<file path="src/rtl/rtlb_pkg.sv">
package rtlb_pkg;
  localparam int unsigned DEF_VPN_W     = 20;
  localparam int unsigned DEF_PPN_W     = 20;
  localparam int unsigned DEF_ATTR_W    = 4;
  localparam int unsigned DEF_ENTRIES   = 16;
  localparam int unsigned DEF_SPAN_LOG2 = 4;
endpackage

</file>
<file path="src/rtl/rtlb_match.sv">
module rtlb_match #(
  parameter int unsigned VPN_W     = 20,
  parameter int unsigned SPAN_LOG2 = 4
) (
  input  logic             valid,
  input  logic             contig,
  input  logic [VPN_W-1:0] vtag,
  input  logic [VPN_W-1:0] vpn,
  output logic             hit
);
  localparam logic [VPN_W-1:0] LOW_MASK =
    {{(VPN_W-SPAN_LOG2){1'b0}}, {SPAN_LOG2{1'b1}}};

  logic [VPN_W-1:0] cmp_mask;

  always_comb begin
    cmp_mask = contig ? ~LOW_MASK : '1;
    hit      = valid && (((vtag ^ vpn) & cmp_mask) == '0);
  end
endmodule

</file>
<file path="src/rtl/rtlb_prio.sv">
module rtlb_prio #(
  parameter int unsigned N = 16
) (
  input  logic [N-1:0] req,
  output logic [N-1:0] sel,
  output logic         any
);
  logic found;

  always_comb begin
    sel   = '0;
    found = 1'b0;
    for (int i = 0; i < N; i++) begin
      if (req[i] && !found) begin
        sel[i] = 1'b1;
        found  = 1'b1;
      end
    end
    any = found;
  end
endmodule

</file>
<file path="src/rtl/rtlb_rr.sv">
module rtlb_rr #(
  parameter int unsigned N     = 16,
  parameter int unsigned IDX_W = 4
) (
  input  logic             clk,
  input  logic             rst_n,
  input  logic             adv,
  input  logic             clr,
  output logic [IDX_W-1:0] ptr
);
  localparam logic [IDX_W-1:0] LAST = IDX_W'(N - 1);

  always_ff @(posedge clk or negedge rst_n) begin
    if (!rst_n)      ptr <= '0;
    else if (clr)    ptr <= '0;
    else if (adv)    ptr <= (ptr == LAST) ? '0 : ptr + 1'b1;
  end
endmodule

</file>
<file path="src/rtl/rtlb_cache.sv">
module rtlb_cache
  import rtlb_pkg::*;
#(
  parameter int unsigned VPN_W     = DEF_VPN_W,
  parameter int unsigned PPN_W     = DEF_PPN_W,
  parameter int unsigned ATTR_W    = DEF_ATTR_W,
  parameter int unsigned ENTRIES   = DEF_ENTRIES,
  parameter int unsigned SPAN_LOG2 = DEF_SPAN_LOG2
) (
  input  logic              clk,
  input  logic              rst_n,
  input  logic              hint_en,
  input  logic              flush,
  input  logic              fill_en,
  input  logic [VPN_W-1:0]  fill_vpn,
  input  logic [PPN_W-1:0]  fill_pfn,
  input  logic [ATTR_W-1:0] fill_attr,
  input  logic              fill_contig,
  input  logic              lk_req,
  input  logic [VPN_W-1:0]  lk_vpn,
  output logic              rsp_valid,
  output logic              rsp_hit,
  output logic [PPN_W-1:0]  rsp_ppn,
  output logic [ATTR_W-1:0] rsp_attr
);
  localparam int unsigned IDX_W = (ENTRIES > 1) ? $clog2(ENTRIES) : 1;
  localparam logic [VPN_W-1:0] VLOW =
    {{(VPN_W-SPAN_LOG2){1'b0}}, {SPAN_LOG2{1'b1}}};
  localparam logic [PPN_W-1:0] PLOW =
    {{(PPN_W-SPAN_LOG2){1'b0}}, {SPAN_LOG2{1'b1}}};

  // Tag stored for a slot: low span bits cleared for a contiguous slot.
  function automatic logic [VPN_W-1:0] tag_of(input logic [VPN_W-1:0] vpn,
                                               input logic contig);
    return contig ? (vpn & ~VLOW) : vpn;
  endfunction

  // Frame stored for a slot: aligned base for a contiguous slot.
  function automatic logic [PPN_W-1:0] base_of(input logic [PPN_W-1:0] pfn,
                                                input logic contig);
    return contig ? (pfn & ~PLOW) : pfn;
  endfunction

  // Output frame: a contiguous slot passes the page offset within its run.
  function automatic logic [PPN_W-1:0] xlate(input logic [PPN_W-1:0] base,
                                              input logic contig,
                                              input logic [VPN_W-1:0] vpn);
    return contig ? (base | (PPN_W'(vpn & VLOW) & PLOW)) : base;
  endfunction

  // Table state
  logic [ENTRIES-1:0] ent_valid;
  logic [ENTRIES-1:0] ent_contig;
  logic [VPN_W-1:0]   ent_vtag [ENTRIES];
  logic [PPN_W-1:0]   ent_pfn  [ENTRIES];
  logic [ATTR_W-1:0]  ent_attr [ENTRIES];

  // Named events
  logic               fill_fire;
  logic               eff_contig;
  logic [IDX_W-1:0]   fill_ptr;
  logic [ENTRIES-1:0] match_vec;
  logic [ENTRIES-1:0] sel_vec;
  logic               hit_any;
  logic [PPN_W-1:0]   sel_ppn;
  logic [ATTR_W-1:0]  sel_attr;

  assign fill_fire  = fill_en & ~flush;
  assign eff_contig = fill_contig & hint_en;

  rtlb_rr #(.N(ENTRIES), .IDX_W(IDX_W)) u_rr (
    .clk  (clk),
    .rst_n(rst_n),
    .adv  (fill_fire),
    .clr  (flush),
    .ptr  (fill_ptr)
  );

  always_ff @(posedge clk or negedge rst_n) begin
    if (!rst_n) begin
      ent_valid  <= '0;
      ent_contig <= '0;
    end else if (flush) begin
      ent_valid  <= '0;
    end else if (fill_fire) begin
      ent_valid[fill_ptr]  <= 1'b1;
      ent_contig[fill_ptr] <= eff_contig;
    end
  end

  always_ff @(posedge clk) begin
    if (fill_fire) begin
      ent_vtag[fill_ptr] <= tag_of(fill_vpn, eff_contig);
      ent_pfn[fill_ptr]  <= base_of(fill_pfn, eff_contig);
      ent_attr[fill_ptr] <= fill_attr;
    end
  end

  for (genvar g = 0; g < ENTRIES; g++) begin : g_cmp
    rtlb_match #(.VPN_W(VPN_W), .SPAN_LOG2(SPAN_LOG2)) u_match (
      .valid (ent_valid[g]),
      .contig(ent_contig[g]),
      .vtag  (ent_vtag[g]),
      .vpn   (lk_vpn),
      .hit   (match_vec[g])
    );
  end

  rtlb_prio #(.N(ENTRIES)) u_prio (
    .req(match_vec),
    .sel(sel_vec),
    .any(hit_any)
  );

  always_comb begin
    sel_ppn  = '0;
    sel_attr = '0;
    for (int i = 0; i < ENTRIES; i++) begin
      if (sel_vec[i]) begin
        sel_ppn  = sel_ppn  | xlate(ent_pfn[i], ent_contig[i], lk_vpn);
        sel_attr = sel_attr | ent_attr[i];
      end
    end
  end

  always_ff @(posedge clk or negedge rst_n) begin
    if (!rst_n) begin
      rsp_valid <= 1'b0;
      rsp_hit   <= 1'b0;
      rsp_ppn   <= '0;
      rsp_attr  <= '0;
    end else begin
      rsp_valid <= lk_req;
      if (lk_req) begin
        rsp_hit  <= hit_any;
        rsp_ppn  <= sel_ppn;
        rsp_attr <= sel_attr;
      end
    end
  end
endmodule

</file>
<file path="config.mk">
export PLATFORM = sky130hd
export DESIGN_NAME = rtlb_cache
export DESIGN_NICKNAME = d
export VERILOG_FILES = /design/src/rtl/rtlb_pkg.sv /design/src/rtl/rtlb_match.sv /design/src/rtl/rtlb_prio.sv /design/src/rtl/rtlb_rr.sv /design/src/rtl/rtlb_cache.sv
export SDC_FILE = /design/constraint.sdc
export NUM_CORES = 1
export LEC_CHECK = 0
export CORE_MARGIN = 5
export CORE_UTILIZATION = 60
export CTS_CLUSTER_DIAMETER = 100
export DETAILED_ROUTE_END_ITERATION = 16
export PLACE_DENSITY_LB_ADDON = 0.2
export SLEW_MARGIN = 30
export SYNTH_ARGS = -nofsm -noshare
export SYNTH_HDL_FRONTEND = slang
export SYNTH_SLANG_ARGS = --single-unit
</file>
<file path="constraint.sdc">
create_clock -name clk -period 6.04 [get_ports clk]
set_clock_uncertainty 0.1 [all_clocks]
set_input_delay 0.604 -clock clk [delete_from_list [all_inputs] [get_ports clk]]
set_output_delay 0.604 -clock clk [all_outputs]
set_load 0.03 [all_outputs]
</file>
### Word-level counts from Yosys, hierarchy flattened

Memories as Yosys holds them, arrays and structs flattened.
Index checks and enable logic that the tools add are counted.

| cells by class | value |
|---|---|
| add/sub/neg operators | 1 |
| equal/unequal tests | 1 |
| mux-type cells | 107 |
| $lt $le $gt $ge | 2 |
| reduce and logical (&&, ||, !) cells | 65 |
| bitwise logic cells | 82 |

Operator list:

| operator | count |
|---|---|
| 2-to-1 mux 20 bit | 32 |
| bitwise AND 20 bit | 16 |
| logical NOT 20 bit | 16 |
| bitwise OR 20 x 4 -> 20 bit | 16 |
| bitwise XOR 20 bit | 16 |
| bitwise OR 20 bit | 15 |
| 2-to-1 mux 4 bit | 37 |
| bitwise OR 4 bit | 15 |
| 2-to-1 mux 1 bit | 34 |
| logical AND 1 bit | 32 |
| 2-to-1 mux 16 bit | 2 |
| bitwise mux 16 bit | 1 |
| bitwise OR 16 bit | 1 |
| logical NOT 1 bit | 15 |
| less-than comparator 4 x 5 -> 1 bit (second input constant) | 1 |
| adder 4 x 1 -> 4 bit (second input constant) | 1 |
| demux 1 bit (select 4 bit) | 1 |
| == test 4 bit (second input constant) | 1 |
| greater-or-equal comparator 4 x 1 -> 1 bit (second input constant) | 1 |
| bitwise AND 1 bit | 2 |
| AND reduction 2 bit | 1 |
| nonzero test 2 bit | 1 |
| inverter 1 bit | 1 |

| storage, ports and cells | value |
|---|---|
| memory bits (writable) | 704 |
| bits of input ports | 71 |
| flip-flop bits (word level) | 62 |
| memories kept | 3 |

Memory list:

| name | words | width | read ports | clocked after memory_dff | wr ports | line | source |
|---|---|---|---|---|---|---|---|
| ent_pfn | 16 | 20 | 16 | 0 | 1 | rtlb_cache.sv:55 | `logic [PPN_W-1:0] ent_pfn [ENTRIES];` |
| ent_vtag | 16 | 20 | 16 | 0 | 1 | rtlb_cache.sv:54 | `logic [VPN_W-1:0] ent_vtag [ENTRIES];` |
| ent_attr | 16 | 4 | 16 | 0 | 1 | rtlb_cache.sv:56 | `logic [ATTR_W-1:0] ent_attr [ENTRIES];` |

### Logic depth before layout (Yosys ltp)

An unclocked memory read counts as a cell.

| depth | value |
|---|---|
| depth after elaboration | 52 |
| depth in mapped cells | 14 |
| mapped depth without buffers | 9 |

### Cells and area by module

From an unflattened synthesis, not the netlist that was laid out.

| second synthesis, totals | value |
|---|---|
| cells, all modules | 1,692 |
| area, all modules | 29,896.2 sq um |

Modules (own cells, without submodules):

| module | area each (sq um) | instances | cells an instance |
|---|---|---|---|
| rtlb_cache | 25,851.0 | 1 | 1,207 |
| rtlb_match | 226.5 | 16 | 27 |
| rtlb_prio | 230.2 | 1 | 34 |
| rtlb_rr | 191.4 | 1 | 19 |

### Worst setup path before layout

Ideal clock, no wire load.

| path | value |
|---|---|
| kind | input-to-reg |
| start | input port flush |
| end | register ent_contig[3] |
| data arrival time | 4,538 ps |
| buffers on the path | 0 |
| cell stages on the path | 3 |
| required time | 5,860 ps |
| setup slack | 1,322 ps |
| cells stage by stage | nand3b_1 -> nor3_1 -> mux2_2 |

| on the way | value |
|---|---|
| longest elaborated chain between the ends | 3 |

RTL lines:

| what | line | source |
|---|---|---|
| start: declaration | rtlb_cache.sv:13 | `input logic flush,` |
| inverter 1 bit (no source line) * | -- |  |
| bitwise AND 1 bit | rtlb_cache.sv:68 | `assign fill_fire = fill_en & ~flush;` |
| AND reduction 2 bit (no source line) * | -- |  |
| end signal: indexed assignment | rtlb_cache.sv:87 | `ent_contig[fill_ptr] <= eff_contig;` |
| end: declaration | rtlb_cache.sv:53 | `logic [ENTRIES-1:0] ent_contig;` |

Every way passes the cells marked *; elsewhere a longest branch is shown, timed or not.
A chain may end at the register's enable or synchronous reset.

### Final worst setup path

| path | value |
|---|---|
| start | input port lk_vpn[18] |
| end | register rsp_ppn[1] |

| on the way | value |
|---|---|
| longest elaborated chain between the ends | 51 |
| elaborated cells between the ends (all ways) | 155 |

RTL lines:

| what | line | source |
|---|---|---|
| start: declaration | rtlb_cache.sv:20 | `input logic [VPN_W-1:0] lk_vpn,` |
| bitwise XOR 20 bit | rtlb_match.sv:18 | `hit = valid && (((vtag ^ vpn) & cmp_mask) == '0);` |
| bitwise AND 20 bit | rtlb_match.sv:18 |  |
| logical NOT 20 bit | rtlb_match.sv:18 |  |
| logical AND 1 bit | rtlb_match.sv:18 |  |
| 2-to-1 mux 1 bit | rtlb_prio.sv:14 | `if (req[i] && !found) begin` |
| logical NOT 1 bit | rtlb_prio.sv:14 |  |
| logical AND 1 bit | rtlb_prio.sv:14 |  |
| 2-to-1 mux 1 bit | rtlb_prio.sv:14 |  |
| (+35 left out) | -- |  |
| 2-to-1 mux 1 bit | rtlb_prio.sv:14 |  |
| logical NOT 1 bit | rtlb_prio.sv:14 |  |
| logical AND 1 bit | rtlb_prio.sv:14 |  |
| 2-to-1 mux 1 bit | rtlb_prio.sv:14 |  |
| logical NOT 1 bit | rtlb_prio.sv:14 |  |
| logical AND 1 bit | rtlb_prio.sv:14 |  |
| 2-to-1 mux 1 bit | rtlb_prio.sv:14 |  |
| 2-to-1 mux 20 bit * | rtlb_cache.sv:119 | `if (sel_vec[i]) begin` |
| end signal: assignment | rtlb_cache.sv:136 | `rsp_ppn <= sel_ppn;` |
| end: declaration | rtlb_cache.sv:23 | `output logic [PPN_W-1:0] rsp_ppn,` |

Marks and branches as above.

==> summary.md <==
| Metric | Value |
|---|---|
| Row cnt | `83` |
| TNS Setup | `0 ns` |
| Synth cell count leaders | `704 x edfxtp_1, 214 x xor2_1, 121 x nand2_1, 107 x xnor2_1, 77 x a21oi_1` |
| Fmax | `214 MHz` |
| Post-route insts no fill | `2898` |
| Placer Congestion | `0.907` |
| Total grt overflow | `0` |
| Clock buffer depth | `3` |
| Hold Violations, Final | `0` |
| Vias | `18385` |
| Cell Pwr Density | `311 mW/mm^2` |
| Max-slew violations | `0` |
| Nets | `2234` |
| Post-synthesis sequential area ratio | `0.733` |
| P_leak | `11.9 nW` |
| Post-route DRC | `0` |
| Status | `finished clean` |
| Startpoint class of the critical path | `primary input` |
| Largest net degree at the start of global routing | `52` |
| Worst hold path class | `in2async` |
| First-pass GRT wire length | `120 mm` |
| Netlist Area Pre-Place | `0.0310 sq mm` |
| DP HPWL | `49.8 mm` |
| I/O Buffers | `96` |
| Layout area overhead | `13.6%` |
| Period minus WS final | `4.68 ns` |
| Die ar. | `0.0563 sq mm` |
| Hold buffers post-CTS | `1` |
| Worst Path Class, Setup | `in2reg` |
| Post-Place Cell Area | `0.0328 sq mm` |
| Fin crit share | `0.775` |
| DIE HEIGHT | `237 um` |
| Placed Instances | `2759` |
| Drt total wl | `81.7 mm` |
| Critical path required time | `6.44 ns` |
| Vias per inst | `6.34` |
| Clock Latency Late Sink | `0.62 ns` |
| Register bit total from synthesis | `766` |
| # Post-CTS Setup Buffers | `0` |
| Post-CTS Resized | `0` |
| Setup violations, final | `0` |
| Post-synth top area cell | `edfxtp_1` |
| EDFF count, synth | `704` |
| Distinct cells, synth | `61` |
| Share of cells above drive strength 1 | `0.108` |
| Arrival time worst endpoint | `5.08 ns` |
| Drt pass-1 iters | `6` |
| Starting Density | `0.605` |
| RSZ-0062 raised after global routing | `no` |
| Vias in the first global route | `18334` |
| Synth warnings | `0` |
| Worst hold margin | `0.335 ns` |
| Design area | `0.0352 sq mm` |
| Area contributors post-synth | `edfxtp_1 68%, xor2_1 6.1%, dfrtp_1 5.0%, xnor2_1 3.0%, nand2_1 1.5%` |
| Net Count, Synth | `2101` |
| CTS tree | `done` |
| Io pins | `97` |
| Worst Path Max Fanout | `21` |
| Root Buffer | `clkbuf_16` |
| Wirelength per Cell | `28.2 um` |
| Worst IR drop on VDD | `0.228 mV` |
| Worst relative slew slack | `0.339` |
| Most frequent cell after synthesis | `edfxtp_1` |
| H-tree depth | `3` |
| Cells after synthesis | `2026` |
| Core area | `0.0512 sq mm` |
| Post-Syn Area per Cell | `15.3 sq um` |
| Ys flop type | `edfxtp_1` |
| Antenna Nets Post-Route | `0` |
| Die X | `237 um` |
| Max Cap Viol | `0` |
| Initial antenna violation count | `2` |
| Async S/R FF share, synth | `0.0809` |
| Gr usage total | `0.288` |
| Crit end category | `flop` |
| Least-Margin Pin Slew | `0.989 ns` |
| Post-synth top area share | `0.683` |
| Clock-pin slew on the worst setup and hold paths | `0.06 ns` |
| Sink Count | `766` |
| Num CTS Buffers | `77` |
| Initial DRC Count | `2368` |
-- power by group --
group          internal (W)  total [W]  switching, W
logic              0.000162   0.000489      0.000328
clock network       0.00263    0.00457       0.00194
registers           0.00585    0.00588     0.0000321
total               0.00864     0.0109       0.00230
-- final timing paths --
| kind | startpoint | end | slack (ns) | cells after the start |
|---|---|---|---|---|
| setup reg to reg | ent_vtag[0][6]$_DFFE_PP_ | rsp_ppn[1]$_DFFE_PN0P_ | 2.16 | 10 |
| max in group asynchronous | rst_n | ent_valid[13]$_DFFE_PN0P_ | 4.46 | 3 |
| hold / removal | rst_n | rsp_ppn[11]$_DFFE_PN0P_ | 0.34 | 2 |
| setup / recovery | lk_vpn[18] | rsp_ppn[1]$_DFFE_PN0P_ | 1.36 | 12 |
| hold reg to reg | ent_pfn[15][17]$_DFFE_PP_ | rsp_ppn[17]$_DFFE_PN0P_ | 0.43 | 2 |
| min in group clk | fill_vpn[12] | ent_vtag[7][12]$_DFFE_PP_ | 0.42 | 1 |
-- registers in the layout, indices dropped and copies added, names as in the netlist --
register,flops
ent_valid,16
rsp_attr,4
u_rr.ptr,4
ent_contig,16
rsp_hit,1
ent_pfn,320
ent_attr,64
rsp_ppn,20
ent_vtag,320
rsp_valid,1
-- cell type report --
| type | instances | area (sq um) |
|---|---|---|
| timing repair buffer | 167 | 1470 |
| sequential | 766 | 22700 |
| antenna | 1 | 2.50 |
| clock buffer | 104 | 2120 |
| inverter | 74 | 289 |
| tap | 680 | 851 |
| fill | 3422 | 16000 |
| clock inverter | 33 | 264 |
| multi-input combinational | 1073 | 7490 |
-- worst max-delay path, stage by stage --
cell and delay, ns:
clkdlybuf4s50_1 0.95, buf_4 0.30, xor2_1 0.09, nor4_1 0.61, o2111ai_1 0.33, or3_1 0.75
nand4_1 0.20, buf_4 0.33, or2_2 0.24, nor3_1 0.07, a31o_2 0.24, o32a_1 0.33
-- metrics by stage --
step                      setup WS [ns]  power (W)  utilization
final                              1.36     0.0109        0.687
after detailed placement          0.857    0.00647        0.640
after floorplan                    1.32    0.00622            -
after CTS                          1.49     0.0110        0.687
after global routing               1.27     0.0112        0.687
after global placement            0.930    0.00646        0.639
-- layout by cell type, fill, tap and decap left out, types with 6 or more instances in the layout --
master           netlist  final
o21ai_0               57     57
nor2_1                53     49
buf_2                 41      8
inv_2                  0      8
edfxtp_1             704    704
a22oi_1               37     37
a31oi_1               21     21
clkdlybuf4s50_1        0     87
a41oi_1               27     26
a221oi_1              32     32
a21o_1                28     28
xor2_1               214    214
clkbuf_1              47     20
inv_1                 74     61
clkinv_1               0     14
nand3_1               32     31
a221oi_2              11     11
nor3_1                45     44
nor4_1                52     51
o22ai_1               24     24
a2bb2oi_1             18     18
a211oi_1               9      9
clkbuf_16              0     79
o2111ai_1              7      6
buf_4                 14     69
xnor2_1              107    107
and2_1                10     10
nand2_1              121    121
nand4_1               22     22
a21oi_1               77     77
clkinv_2               0     11
dfrtp_1               62     62
-- logic make-up after synthesis --
logic type	synth area share
flip-flops	0.733
AND/OR/NAND/NOR	0.0591
AO/OA/AOI/OAI	0.0858
adder cells (fa/ha/maj)	0.00162
multiplexers	0.00141
buffers and inverters	0.0284
XOR/XNOR	0.0908
-- routing by layer --
layer	vias up	GRT usage	share of wire
met3	138	0.0587	0.11
li1	7907	-	-
met5	-	0	0
met2	1033	0.464	0.48
met1	9307	0.410	0.39
met4	0	0.0808	0.026
(Power assumes the default switching activity.)
